===== src/rtl/hpd_irq_unit.sv =====
module hpd_irq_unit #(
  parameter int DATA_W    = 16,
  parameter int ADDR_W    = 3,
  parameter int CNT_W     = 8,
  parameter int PRE_W     = 4,
  parameter int PRE_LSB   = 12,
  parameter logic [15:0] FILT_RST = 16'hA0A0
) (
  input  logic              clk,
  input  logic              rst_n,
  input  logic              hpd_in,
  input  logic              core_irq,
  input  logic              reg_wr_en,
  input  logic [ADDR_W-1:0] reg_addr,
  input  logic [DATA_W-1:0] reg_wdata,
  output logic [DATA_W-1:0] reg_rdata,
  output logic              irq_out
);
  localparam int SRC_N = 3;
  localparam logic [ADDR_W-1:0] A_LEVEL = ADDR_W'(0);
  localparam logic [ADDR_W-1:0] A_STAT  = ADDR_W'(1);
  localparam logic [ADDR_W-1:0] A_CLR   = ADDR_W'(2);
  localparam logic [ADDR_W-1:0] A_MASK  = ADDR_W'(3);
  localparam logic [ADDR_W-1:0] A_FILT  = ADDR_W'(4);

  logic [1:0]        sync_q;
  logic              level_q;
  logic [PRE_W-1:0]  pre_q;
  logic [CNT_W-1:0]  cnt_q;
  logic [DATA_W-1:0] filt_q;
  logic [SRC_N-1:0]  mask_q;
  logic [SRC_N-1:0]  stat_q;
  logic              irq_q;

  wire [PRE_W-1:0] presc = filt_q[PRE_LSB +: PRE_W];
  wire [CNT_W-1:0] steps = filt_q[CNT_W-1:0];
  wire diff    = sync_q[1] ^ level_q;
  wire pre_hit = (pre_q == presc);
  wire flip    = diff & pre_hit & (cnt_q == steps);

  wire wr_clr  = reg_wr_en && (reg_addr == A_CLR);
  wire wr_mask = reg_wr_en && (reg_addr == A_MASK);
  wire wr_filt = reg_wr_en && (reg_addr == A_FILT);
  wire [SRC_N-1:0] clr_bits = wr_clr ? reg_wdata[SRC_N-1:0] : '0;

  wire set_rise = flip &  sync_q[1];
  wire set_fall = flip & ~sync_q[1];

  always_ff @(posedge clk or negedge rst_n) begin
    if (!rst_n) begin
      sync_q <= '0;
    end else begin
      sync_q <= {sync_q[0], hpd_in};
    end
  end

  always_ff @(posedge clk or negedge rst_n) begin
    if (!rst_n) begin
      level_q <= 1'b0;
      pre_q   <= '0;
      cnt_q   <= '0;
    end else if (!diff) begin
      pre_q <= '0;
      cnt_q <= '0;
    end else if (pre_hit) begin
      pre_q <= '0;
      if (flip) begin
        cnt_q   <= '0;
        level_q <= sync_q[1];
      end else begin
        cnt_q <= cnt_q + 1'b1;
      end
    end else begin
      pre_q <= pre_q + 1'b1;
    end
  end

  always_ff @(posedge clk or negedge rst_n) begin
    if (!rst_n) begin
      filt_q <= DATA_W'(FILT_RST);
      mask_q <= '0;
    end else begin
      if (wr_filt) filt_q <= reg_wdata;
      if (wr_mask) mask_q <= reg_wdata[SRC_N-1:0];
    end
  end

  always_ff @(posedge clk or negedge rst_n) begin
    if (!rst_n) begin
      stat_q <= '0;
      irq_q  <= 1'b0;
    end else begin
      stat_q[0] <= core_irq;
      stat_q[1] <= set_rise | (stat_q[1] & ~clr_bits[1]);
      stat_q[2] <= set_fall | (stat_q[2] & ~clr_bits[2]);
      irq_q     <= |(stat_q & mask_q);
    end
  end

  assign irq_out = irq_q;

  always_comb begin
    reg_rdata = '0;
    case (reg_addr)
      A_LEVEL: reg_rdata[0] = level_q;
      A_STAT:  reg_rdata[SRC_N-1:0] = stat_q;
      A_MASK:  reg_rdata[SRC_N-1:0] = mask_q;
      A_FILT:  reg_rdata = filt_q;
      default: reg_rdata = '0;
    endcase
  end
endmodule


===== config.mk =====
export PLATFORM = sky130hd
export DESIGN_NAME = hpd_irq_unit
export DESIGN_NICKNAME = d
export VERILOG_FILES = /design/src/rtl/hpd_irq_unit.sv
export SDC_FILE = /design/constraint.sdc
export NUM_CORES = 1
export LEC_CHECK = 0
export ABC_AREA = 1
export BUFFER_PORTS_ARGS = -buffer_cell sky130_fd_sc_hd__buf_4
export CORE_ASPECT_RATIO = 2
export CORE_MARGIN = 10
export CORE_UTILIZATION = 54
export CTS_CLUSTER_SIZE = 20
export DETAILED_ROUTE_END_ITERATION = 8
export PLACE_DENSITY = 0.8
export SYNTH_ARGS = -nofsm -noshare
export SYNTH_HDL_FRONTEND = slang
export SYNTH_SLANG_ARGS = --single-unit

===== constraint.sdc =====
create_clock -name clk -period 1.6 [get_ports clk]
set_input_delay 0.24 -clock clk [delete_from_list [all_inputs] [get_ports clk]]
set_output_delay 0.24 -clock clk [all_outputs]
set_load 0.005 [all_outputs]

* Word-level counts from Yosys, hierarchy flattened *
Index checks and enable logic that the tools add are counted.

storage, ports and cells
  register bits after elaboration = 38
  bits in latches = 0
  RAM bits = 0
  ROM bits = 0
  input port bits = 24
  logic and storage cells = 45
  memories = 0

operators by class
  $add $sub $neg = 2
  multiply operators = 0
  divide/modulo/power cells = 0
  order comparisons = 0
  equality and inequality tests = 7
  shift-type cells = 0
  multiplexer cells = 9
  bitwise operators = 13
  reductions and logical operators = 6

operators with widths
  operator             number
  $mux 8               3
  $mux 13              1
  $add 8x1->8 const B  1
  $eq 8x8->1           1
  $mux 4               2
  $and 1x1->1          6
  $eq 3x2->1 const B   2
  $pmux 2 s3           1
  $add 4x1->4 const B  1
  $eq 4x4->1           1
  $pmux 1 s4           1
  $and 3x3->3          1
  $eq 3x1->1 const B   1
  $eq 3x3->1 const B   1
  $logic_and 1x1->1    3
  $logic_not 3->1      1
  $mux 3               1
  $not 1->1            3
  $reduce_and 3->1     1
  $reduce_or 3->1      1
  $ne 2x1->1 const B   1
  $or 1x1->1           2
  $xor 1x1->1          1

* Depth between registers and ports, before layout *
Gate-level depths: netlist (run 1).

  depth after elaboration = 6
  gate-level depth with buffers = 10

* Worst setup path before layout (run 1) *
No wires, ideal clock.

  path type = register -> register
  start point = register filt_q[13]
  end point = register level_q
  library setup time = 65 ps
  arrival = 1243 ps
  slack = 292 ps
  stages on the path, launching flop included = 10
  buffers on the path = 1
  period minus slack after synthesis = 1308 ps
  cell sequence = dfstp_2 > inv_1 > nand2_1 > nand2_1 > nor2_2 > nand2_4 > nor2_4 > buf_6 > nand3_2 > nand2_1

between the ends
  word-level cells in the longest chain between the ends = 4

ends and longest elaborated chain
  element                         RTL line  RTL
  start, declared                 30        logic [DATA_W-1:0] filt_q;
  start signal, assigned          80        filt_q <= DATA_W'(FILT_RST);
  start signal, assigned          83        if (wr_filt) filt_q <= reg_wdata;
  $eq 4x4->1 (*)                  38        wire pre_hit = (pre_q == presc);
  $and 1x1->1 (2 in series)       39        wire flip = diff & pre_hit & (cnt_q == steps);
  $reduce_and 3->1 (no line) (*)  --
  end signal, assigned            69        level_q <= sync_q[1];
  end, declared                   27        logic level_q;

Every way passes the cells marked *; elsewhere a longest branch is shown, timed or not.
A chain may end at the register's enable or synchronous reset.

* Worst setup path in the final report (run 1) *
  start point = register filt_q[13]
  end point = register stat_q[2]

between the ends
  word-level cells in the longest chain between the ends = 5

ends and longest elaborated chain
  element                    RTL line  RTL
  $eq 4x4->1                 38
  $and 1x1->1 (2 in series)  39
  $and 1x1->1                47        wire set_fall = flip & ~sync_q[1];
  $or 1x1->1                 95        stat_q[2] <= set_fall | (stat_q[2] & ~clr_bits[2]);
  end signal, assigned       95
  end, declared              32        logic [SRC_N-1:0] stat_q;

No other way between the ends.

==> summary.md, run 1 <==
| Metric | Value |
|---|---|
| Area share of the largest cell type after synthesis | 0.422 |
| Slew margin rel. | 0.647 |
| Worst clock skew | 0.00583 ns |
| Net switching power | 628 uW |
| Syn Inst Count | 274 |
| Clock latency on the worst-skew pair | 0.28 ns |
| Remaining Overflow, GRT | 0 |
| CTS Buffer Depth | 2 |
| Reg2reg path depth | 8 |
| IO buf count | 40 |
| H-tree Lvls | 2 |
| Run status | finished clean |
| Max-slew violations | 0 |
| Power Density | 913 mW/mm2 |
| Setup WS post-layout | 0.118 ns |
| 1st-pass router iterations | 4 |
| First-pass GRT wire length | 8.23 mm |
| WS Path Type | reg -> reg |
| Net Sw Frac | 0.279 |
| Synth area leader | dfrtp_1 |
| Wirelength, routed | 4.81 mm |
| Ys flop type | dfrtp_1 |
| Worst path top cell family by delay | simple AND/OR/NAND/NOR gates |
| Hold Vio Cnt, Final | 0 |
| Post-synthesis sequential area ratio | 0.474 |
| Syn Std Cell Area | 0.00202 mm2 |
| Vias in the first global route | 1881 |
| Startpoint types | register |
| Post-cts resize count | 0 |
| Capturing point of the worst reg2reg path | stat_q[2] |
| Leakage | 1.40 nW |
| Hold Crit Class | in -> reg |
| Gpl congestion | 0.834 |
| Crit. End Element | register |
| Clock sink total | 38 |
| Async S/R FF share, synth | 1.00 |
| Final ANT Viol Nets | 0 |
| Setup_tns | 0 ns |
| DRC errors left | 0 |
| Post-route minimum period | 1.48 ns |
| Core region area | 0.00361 mm2 |
| Clock share of power | 0.294 |
| Die Wd | 63.2 um |
| Vias | 1826 |
| CTS tree | done |
| Synth area leaders | dfrtp_1 42%, nand2_1 15%, inv_1 7.8% |
| Post-synth EDFFs | 0 |
| Violation count after the first detailed-route iteration | 60 |
| Unrepaired setup endpoints after global routing | no |
| Detailed-route wire length per cell | 13.0 um |
| Critical Path, Cell by Cell | inv_1 > nand2_1 > nand2_1 > nor2_2 > nand2_4 > nor2_2 > nand3b_1 > nand2_1 |
| Max cap viols | 0 |
| Pin count of the biggest net entering global routing | 39 |
| Pint | 1.63 mW |
| Syn nets | 300 |
| Final setup viols | 0 |
| Tcrit/Tclk final | 0.926 |
| Warnings, synthesis | 0 |
| Dpl ws | 0.126 ns |
| Peak VDD IR | 0.780 mV |
| Power Total | 2.25 mW |
| Most common cell in the netlist | nand2_1 |
| Initial antenna violation count | 0 |
| CP arrival | 1.71 ns |
| Die height | 106 um |
| Commonest cells post-synth | 79 x nand2_1, 42 x inv_1, 37 x nor2_1, 34 x dfrtp_1, 25 x nand3_1 |
| Synthesis-to-layout area growth | 22.4% |
| F_max | 0.675 GHz |
| Clock-pin slew on the worst setup and hold paths | 0.07 ns |
| Flops & latches, synth | 38 |
| Reg power frac | 0.519 |
| Cell count along the critical path | 8 |
| Drt via density | 4.95 |
| RR Startpoint | filt_q[13] |
| Placed Area | 0.00236 mm2 |
| Post-layout util | 0.684 |
| CP peak stage delay | 0.54 ns |
| Nets | 345 |
| I/O pin count | 41 |
| Crit path from | filt_q[13] |
| Clock root cell | clkbuf_8 |
| Comb power frac | 0.187 |
| Crit Path Max Fanout | 11 |
| CP endpoint | stat_q[2] |
| HPWL after DPL | 3.64 mm |
| Worst reg2reg setup slack | 0.12 ns |
| Die area | 0.00673 mm2 |
| Initial Util | 0.559 |
| Unique cell type count in the Yosys netlist | 25 |
| WP buf/inv | 1 |
| Core Rows | 31 |
| Pin slew with the least headroom to its limit | 0.526 ns |
| Share of cells above drive strength 1 | 0.197 |
| GRT Total Usage | 0.149 |
| Cts bufs inserted | 5 |
| Worst Hold Margin | 0.0668 ns |
| Finished Cell Area | 0.00247 mm2 |
| Avg Cell Area, Syn | 7.36 um2 |
| Most frequent CP cell | nand2_1 |
| Non-Filler Instances | 369 |
| Placed cell count | 359 |
| Max stage delay cell, worst path | dfstp_2 |
| ANT cells | 0 |
| WP data required | 1.82 ns |
[area by class of cell]
cell class	instances	area, um2
Clock buffer	8	90.1
Timing Repair Buffer	43	325
Fill cell	334	1140
Sequential cell	38	956
Inverter	45	169
Tap cell	49	61.3
Multi-Input combinational cell	186	867
[flip-flops by register name, indices dropped and copies added (netlist names)]
name and flops:
irq_out 1, cnt_q 8, stat_q 3, sync_q 2
level_q 1, pre_q 4, mask_q 3, filt_q 16
[placed cells by master (no fill, tap or decap)]
cell type,Yosys,routed
nand2_1,79,79
clkbuf_1,4,2
inv_1,42,42
nand2_2,1,1
nor2_1,37,37
dlygate4sd3_1,0,1
nor2_2,2,3
xnor2_1,2,2
dfrtp_1,34,34
nor3_1,1,1
nand3b_1,1,1
nor2_4,2,2
dfstp_2,4,4
nand4_1,3,3
nand2_4,1,1
buf_4,0,42
nand3_1,25,25
o211ai_1,2,2
inv_2,3,3
o2111ai_1,1,1
a21oi_1,13,13
xor2_1,4,4
nand3_2,1,1
ha_1,2,2
clkbuf_8,0,6
o21ai_0,8,8
[cell families after synthesis]
kind of cell    count (synthesis)  synth area share
buf+inv                        51            0.0992
simple gates                  153             0.324
compound gates                 24            0.0639
flops                          38             0.474
xor+xnor                        6            0.0261
fa+ha+maj                       2            0.0124
[how the worst min path moves through the flow]
stage	from	end	slack (ns)	cells past startpoint
global route	hpd_in	sync_q[0]	0.05	1
global placement	rst_n	stat_q[0]	0.23	1
CTS	hpd_in	sync_q[0]	0.06	1
finish	hpd_in	sync_q[0]	0.07	1
detailed placement	rst_n	stat_q[0]	0.23	1
floorplan	rst_n	cnt_q[0]	-0.06	0
[layer usage]
layer,vias up,GRT usage,share of wire
met5,-,0,0
met4,0,0.0535,0.0058
met3,2,0.0315,0.032
met2,32,0.298,0.59
met1,858,0.140,0.37
li1,934,-,-
[power groups by stage]
| stage | Combinational (mW) | Sequential [mW] | Clock, mW |
|---|---|---|---|
| final | 0.422 | 1.17 | 0.663 |
| after global routing | 0.490 | 1.18 | 0.715 |
| after CTS | 0.429 | 1.17 | 0.675 |
| after detailed placement | 0.423 | 1.18 | 0 |
| after global placement | 0.410 | 1.18 | 0 |
| after floorplan | 0.259 | 1.16 | 0 |
[timing repair]
item,in CTS,in global routing
endpoints found under the hold margin,34,0
endpoints found under the setup margin,0,2
hold buffers,1,0
setup buffers,0,0
(Power assumes the default switching activity.)
==> run 2, diff against run 1 <==
--- a/config.mk
+++ b/config.mk
@@ -5,7 +5,6 @@
 export SDC_FILE = /design/constraint.sdc
 export NUM_CORES = 1
 export LEC_CHECK = 0
-export ABC_AREA = 1
 export BUFFER_PORTS_ARGS = -buffer_cell sky130_fd_sc_hd__buf_4
 export CORE_ASPECT_RATIO = 2
 export CORE_MARGIN = 10
@@ -13,6 +12,7 @@
 export CTS_CLUSTER_SIZE = 20
 export DETAILED_ROUTE_END_ITERATION = 8
 export PLACE_DENSITY = 0.8
+export RECOVER_POWER = 50
 export SYNTH_ARGS = -nofsm -noshare
 export SYNTH_HDL_FRONTEND = slang
 export SYNTH_SLANG_ARGS = --single-unit
==> summary.md, run 2 <==
| Metric | Value |
|---|---|
| Run status | finished clean |
| Final setup viols | 0 |
| DRC errors left | 0 |
| Reg2reg path depth | 4 |
| Pin count of the biggest net entering global routing | 39 |
| Worst Hold Margin | 0.0737 ns |
| Commonest non-fill, non-tap cell in the layout | buf_4 |
| Initial Util | 0.562 |
| Clock-pin slew on the worst setup and hold paths | 0.08 ns |
| Syn Inst Count | 167 |
| Die height | 107 um |
| Final ANT Viol Nets | 0 |
| Crit Path Max Fanout | 3 |
| Gpl congestion | 1.01 |
| Syn nets | 193 |
| CP arrival | 1.33 ns |
| Regs by FF count | filt_q x16, cnt_q x8, pre_q x4 |
| Pint | 2.04 mW |
| Warnings, synthesis | 0 |
| Slew margin rel. | 0.392 |
| Most flop-heavy register | filt_q |
| Initial antenna violation count | 0 |
| Post-route minimum period | 1.57 ns |
| Comb power frac | 0.334 |
| Hold Vio Cnt, Final | 0 |
| Syn Std Cell Area | 0.00203 mm2 |
| Net switching power | 1.05 mW |
| CTS tree | done |
| Area share of the largest cell type after synthesis | 0.420 |
| Reg power frac | 0.442 |
| Die Wd | 63.3 um |
| Crit path from | filt_q[0] |
| First-pass GRT wire length | 8.62 mm |
| Leakage | 1.18 nW |
| GRT Total Usage | 0.158 |
| Commonest cells post-synth | 34 x dfrtp_1, 18 x nand2_1, 15 x xnor2_1, 12 x and2_1 |
| Synthesis-to-layout area growth | 31.3% |
| Hold Crit Class | in -> reg |
| Unique cell type count in the Yosys netlist | 38 |
| Avg Cell Area, Syn | 12.1 um2 |
| Finished Cell Area | 0.00266 mm2 |
| CP endpoint | reg_rdata[0] |
| Net Sw Frac | 0.338 |
| Worst reg2reg setup slack | 0.05 ns |
| Nets | 249 |
| Vias | 1524 |
| Placed Area | 0.00238 mm2 |
| Drt via density | 5.58 |
| WP data required | 1.36 ns |
| Clock latency on the worst-skew pair | 0.29 ns |
| Non-Filler Instances | 273 |
| Share of cells above drive strength 1 | 0.504 |
| Synth area leaders | dfrtp_1 42%, mux2_4 7.4%, xnor2_1 6.5% |
| Peak VDD IR | 1.25 mV |
| Clock share of power | 0.224 |
| Crit. End Element | output pin |
| Power Density | 1160 mW/mm2 |
| Detailed-route wire length per cell | 18.8 um |
| Post-synthesis sequential area ratio | 0.472 |
| Cts bufs inserted | 5 |
| Core Rows | 31 |
| CTS Buffer Depth | 2 |
| Tcrit/Tclk final | 0.982 |
| Capturing point of the worst reg2reg path | cnt_q[3] |
| Pin slew with the least headroom to its limit | 0.913 ns |
| Max cap viols | 0 |
| Most frequent cells in the layout | 46 x buf_4, 32 x dfrtp_1, 18 x nand2_1 |
| Core region area | 0.00361 mm2 |
| Placed cell count | 257 |
| Clock root cell | clkbuf_8 |
| Remaining Overflow, GRT | 0 |
| Wirelength, routed | 5.14 mm |
| ANT cells | 0 |
| I/O pin count | 41 |
| Most common cell in the netlist | dfrtp_1 |
| HPWL after DPL | 3.69 mm |
| Synth area leader | dfrtp_1 |
| Post-synth EDFFs | 0 |
| F_max | 0.637 GHz |
| Unrepaired setup endpoints after global routing | yes |
| RR Startpoint | filt_q[5] |
| 1st-pass router iterations | 4 |
| IO buf count | 40 |
| Clock sink total | 38 |
| Max-slew violations | 0 |
| Vias in the first global route | 1748 |
| Flops & latches, synth | 38 |
| Worst clock skew | 0.00634 ns |
| Violation count after the first detailed-route iteration | 53 |
| Fill cells | 258 |
| Async S/R FF share, synth | 1.00 |
| WS Path Type | reg -> out |
| Startpoint types | register |
| Largest register FFs | 16 |
| Ys flop type | dfrtp_1 |
| Die area | 0.00675 mm2 |
| H-tree Lvls | 2 |
run 2: changes by cell type in the layout (fill, tap and decap cells not counted), moves of 4 or more:
cell and delta:
xnor2_2 +10, mux2_4 +10, buf_4 +4, nor2_1 -33, a21oi_1 -12, inv_1 -37, nand2_1 -61, mux2_2 +9
nand3_1 -22, and2_1 +12
run 2: critical path: stages (launching register included):
cell     delay, ns
dfrtp_2       0.44
mux2i_1       0.15
nor2_1        0.08
a21oi_1       0.13
o21ai_1       0.09
buf_4         0.14
run 2: cells by family (layout without fill, tap and decap cells):
logic type	after synthesis	in the layout	share of synthesized area
xor+xnor	17	17	0.0772
compound gates	27	27	0.117
mux	21	21	0.134
fa+ha+maj	2	2	0.0123
buf+inv	8	65	0.0284
simple gates	54	54	0.160
flops	38	38	0.472
run 2: power groups by stage:
| stage | combinational [mW] | sequential, mW | clock [mW] |
|---|---|---|---|
| 3_5_place_dp | 0.817 | 1.37 | 0 |
| 2_1_floorplan | 0.571 | 1.31 | 0 |
| 4_1_cts | 0.917 | 1.33 | 0.705 |
| 6_report | 1.03 | 1.37 | 0.693 |
| 5_1_grt | 1.13 | 1.39 | 0.746 |
| 3_3_place_gp | 0.777 | 1.35 | 0 |
run 2: area by class of cell:
cell class                      count  area (um2)  share of cell area
Clock buffer                        6        82.6              0.0310
Multi-Input combinational cell    121        1130               0.426
Inverter                            5        18.8             0.00705
Sequential cell                    38         958               0.360
Clock inverter                      2        12.5             0.00470
Timing Repair Buffer               52         394               0.148
Tap cell                           49        61.3              0.0230
run 2: worst min-delay path by stage:
stage | end | slack [ns] | cells past startpoint | from
finish | stat_q[0] | 0.07 | 1 | core_irq
global route | sync_q[0] | 0.06 | 1 | hpd_in
CTS | stat_q[0] | 0.04 | 1 | core_irq
detailed placement | filt_q[6] | 0.23 | 1 | rst_n
global placement | filt_q[6] | 0.22 | 1 | rst_n
floorplan | cnt_q[0] | -0.06 | 0 | rst_n
run 2: per-stage QoR:
step / setup WS (ns) / TNS (ns) / utilization / power, mW
after CTS: 0.00193 / 0 / 0.702 / 2.95
after global routing: -0.0550 / -0.111 / 0.738 / 3.26
after detailed placement: -0.0194 / -0.0194 / 0.660 / 2.18
after global placement: 0.0420 / 0 / 0.660 / 2.12
after floorplan: 0.151 / 0 / - / 1.89
final: 0.0292 / 0 / 0.738 / 3.09
run 2: layer usage:
metal | track usage | wire length [um]
met4 | 0.0660 | 71
met3 | 0.0344 | 189
met5 | 0 | 0
met1 | 0.155 | 1790
met2 | 0.305 | 3080
run 2: what timing repair did:
item                       in CTS  in global routing
hold buffers                    1                  0
hold endpoints to repair       34                  0
gates resized for setup         6                 16
setup buffers                   3                  4
pin swaps                       3                  6
setup endpoints to repair       4                 11
==> run 3, diff against run 2 <==
--- a/config.mk
+++ b/config.mk
@@ -13,6 +13,7 @@
 export DETAILED_ROUTE_END_ITERATION = 8
 export PLACE_DENSITY = 0.8
 export RECOVER_POWER = 50
+export REMOVE_ABC_BUFFERS = 1
 export SYNTH_ARGS = -nofsm -noshare
 export SYNTH_HDL_FRONTEND = slang
 export SYNTH_SLANG_ARGS = --single-unit
==> summary.md, run 3 (synthesized netlist as in run 2, its figures left out) <==
| Metric | Value |
|---|---|
| Setup WS post-layout | -0.00162 ns |
| Core region area | 0.00361 mm2 |
| Pin slew with the least headroom to its limit | 0.921 ns |
| Violation count after the first detailed-route iteration | 57 |
| Largest register FFs | 16 |
| Die area | 0.00675 mm2 |
| F_max | 0.624 GHz |
| Dpl ws | -0.00639 ns |
| Vias | 1513 |
| Power Total | 2.94 mW |
| IO buf count | 40 |
| Core Rows | 31 |
| Setup_tns | -0.00162 ns |
| Synthesis-to-layout area growth | 26.1% |
| Wirelength, routed | 4.75 mm |
| GRT Total Usage | 0.143 |
| WS Path Type | reg -> out |
| Die Wd | 63.3 um |
| Max cap viols | 0 |
| Startpoint types | register |
| First-pass GRT wire length | 7.74 mm |
| Hold Vio Cnt, Final | 0 |
| Unrepaired setup endpoints after global routing | yes |
| CTS tree | done |
| Crit. End Element | output pin |
| Cts bufs inserted | 5 |
| Commonest non-fill, non-tap cell in the layout | buf_4 |
| CP arrival | 1.36 ns |
| 1st-pass router iterations | 4 |
| Pin count of the biggest net entering global routing | 39 |
| Crit Path Max Fanout | 2 |
| WP data required | 1.36 ns |
| Clock latency on the worst-skew pair | 0.29 ns |
| Leakage | 1.13 nW |
| Failing checks | negative setup slack |
| Vias in the first global route | 1680 |
| Placed Area | 0.00239 mm2 |
| Final setup viols | 1 |
| Peak VDD IR | 0.977 mV |
| Remaining Overflow, GRT | 0 |
| Initial antenna violation count | 0 |
| HPWL after DPL | 3.69 mm |
| Tcrit/Tclk final | 1.00 |
| DRC errors left | 0 |
| Die height | 107 um |
| CTS Buffer Depth | 2 |
| Post-route minimum period | 1.60 ns |
| Most flop-heavy register | filt_q |
| Drt via density | 5.62 |
| Initial Util | 0.562 |
| Hold Crit Class | in -> reg |
| I/O pin count | 41 |
| Max-slew violations | 0 |
| CP peak stage delay | 0.41 ns |
| Nets | 245 |
| Critical Path, Cell by Cell | buf_6 > mux2i_1 > nor2_1 > a21oi_1 > o21ai_1 > buf_4 |
| Run status | finished with violations |
| Fill cells | 259 |
| Detailed-route wire length per cell | 17.7 um |
| Most frequent cells in the layout | 43 x buf_4, 34 x dfrtp_1, 18 x nand2_1 |
| Worst clock skew | 0.00717 ns |
| Clock root cell | clkbuf_8 |
| Multi-input gate area | 0.00106 mm2 |
| H-tree Lvls | 2 |
| Gpl congestion | 0.941 |
| ANT cells | 0 |
| Max stage delay cell, worst path | dfrtp_1 |
| Worst Hold Margin | 0.0776 ns |
| Regs by FF count | filt_q x16, cnt_q x8, pre_q x4 |
| Final ANT Viol Nets | 0 |
| Register area | 956 um2 |
| Share of cells above drive strength 1 | 0.450 |
| Power Density | 1150 mW/mm2 |
| Finished Cell Area | 0.00256 mm2 |
| Clock sink total | 38 |
| Slew margin rel. | 0.386 |
| Clock-pin slew on the worst setup and hold paths | 0.07 ns |
==> run 3: stage by stage <==
| stage | std cells | utilization |
|---|---|---|
| 6_report | 269 | 0.709 |
| 5_1_grt | 269 | 0.709 |
| 4_1_cts | 269 | 0.702 |
| 3_5_place_dp | 259 | 0.664 |
| 3_3_place_gp | 259 | 0.664 |
| 2_1_floorplan | 164 | - |
==> run 3: cell type report <==
class / instances / area share
clock buffers: 6 / 0.0323
clock inverters: 2 / 0.00489
repair buffers: 48 / 0.142
inverters: 5 / 0.00734
well taps: 49 / 0.0240
flip-flops and latches: 38 / 0.374
multi-input cells: 121 / 0.415
==> run 3: what timing repair did <==
| action | in CTS | in global routing |
|---|---|---|
| endpoints found under the setup margin | 3 | 12 |
| resized for setup | 5 | 6 |
| setup buffers | 1 | 0 |
| endpoints found under the hold margin | 34 | 0 |
| hold buffers | 1 | 0 |
| pin swaps | 2 | 5 |
==> run 3: path summary, 6_finish.rpt <==
kind                       cells past startpoint           end      start  slack (ns)
min reg2reg                                    0     sync_q[1]  sync_q[0]        0.35
max reg2reg                                    4       level_q  filt_q[3]        0.03
max in group asynchronous                      2    filt_q[12]      rst_n        0.41
max                                            6  reg_rdata[0]  filt_q[0]      -0.002
min                                            1     sync_q[0]     hpd_in        0.08
min in group asynchronous                      2      cnt_q[7]      rst_n        0.62
==> run 3: worst max-delay path: cells and delay by family (launching register included) <==
| family | cells | cell delay (ns) |
|---|---|---|
| AO/OA/AOI/OAI | 2 | 0.22 |
| buffers and inverters | 2 | 0.27 |
| flip-flops | 1 | 0.41 |
| multiplexers | 1 | 0.12 |
| AND/OR/NAND/NOR | 1 | 0.06 |
==> run 3: layer usage <==
layer / wire, um / part of all wire / vias to the layer above / track usage
met4: 158 / 0.033 / 0 / 0.0833
met2: 2700 / 0.57 / 54 / 0.278
met3: 221 / 0.046 / 16 / 0.0355
met5: 0 / 0 / - / 0
li1: - / - / 703 / -
met1: 1670 / 0.35 / 740 / 0.127
==> run 3: power breakdown <==
group	internal, mW	switching [mW]
logic	0.454	0.448
clock network	0.346	0.337
registers	1.16	0.191
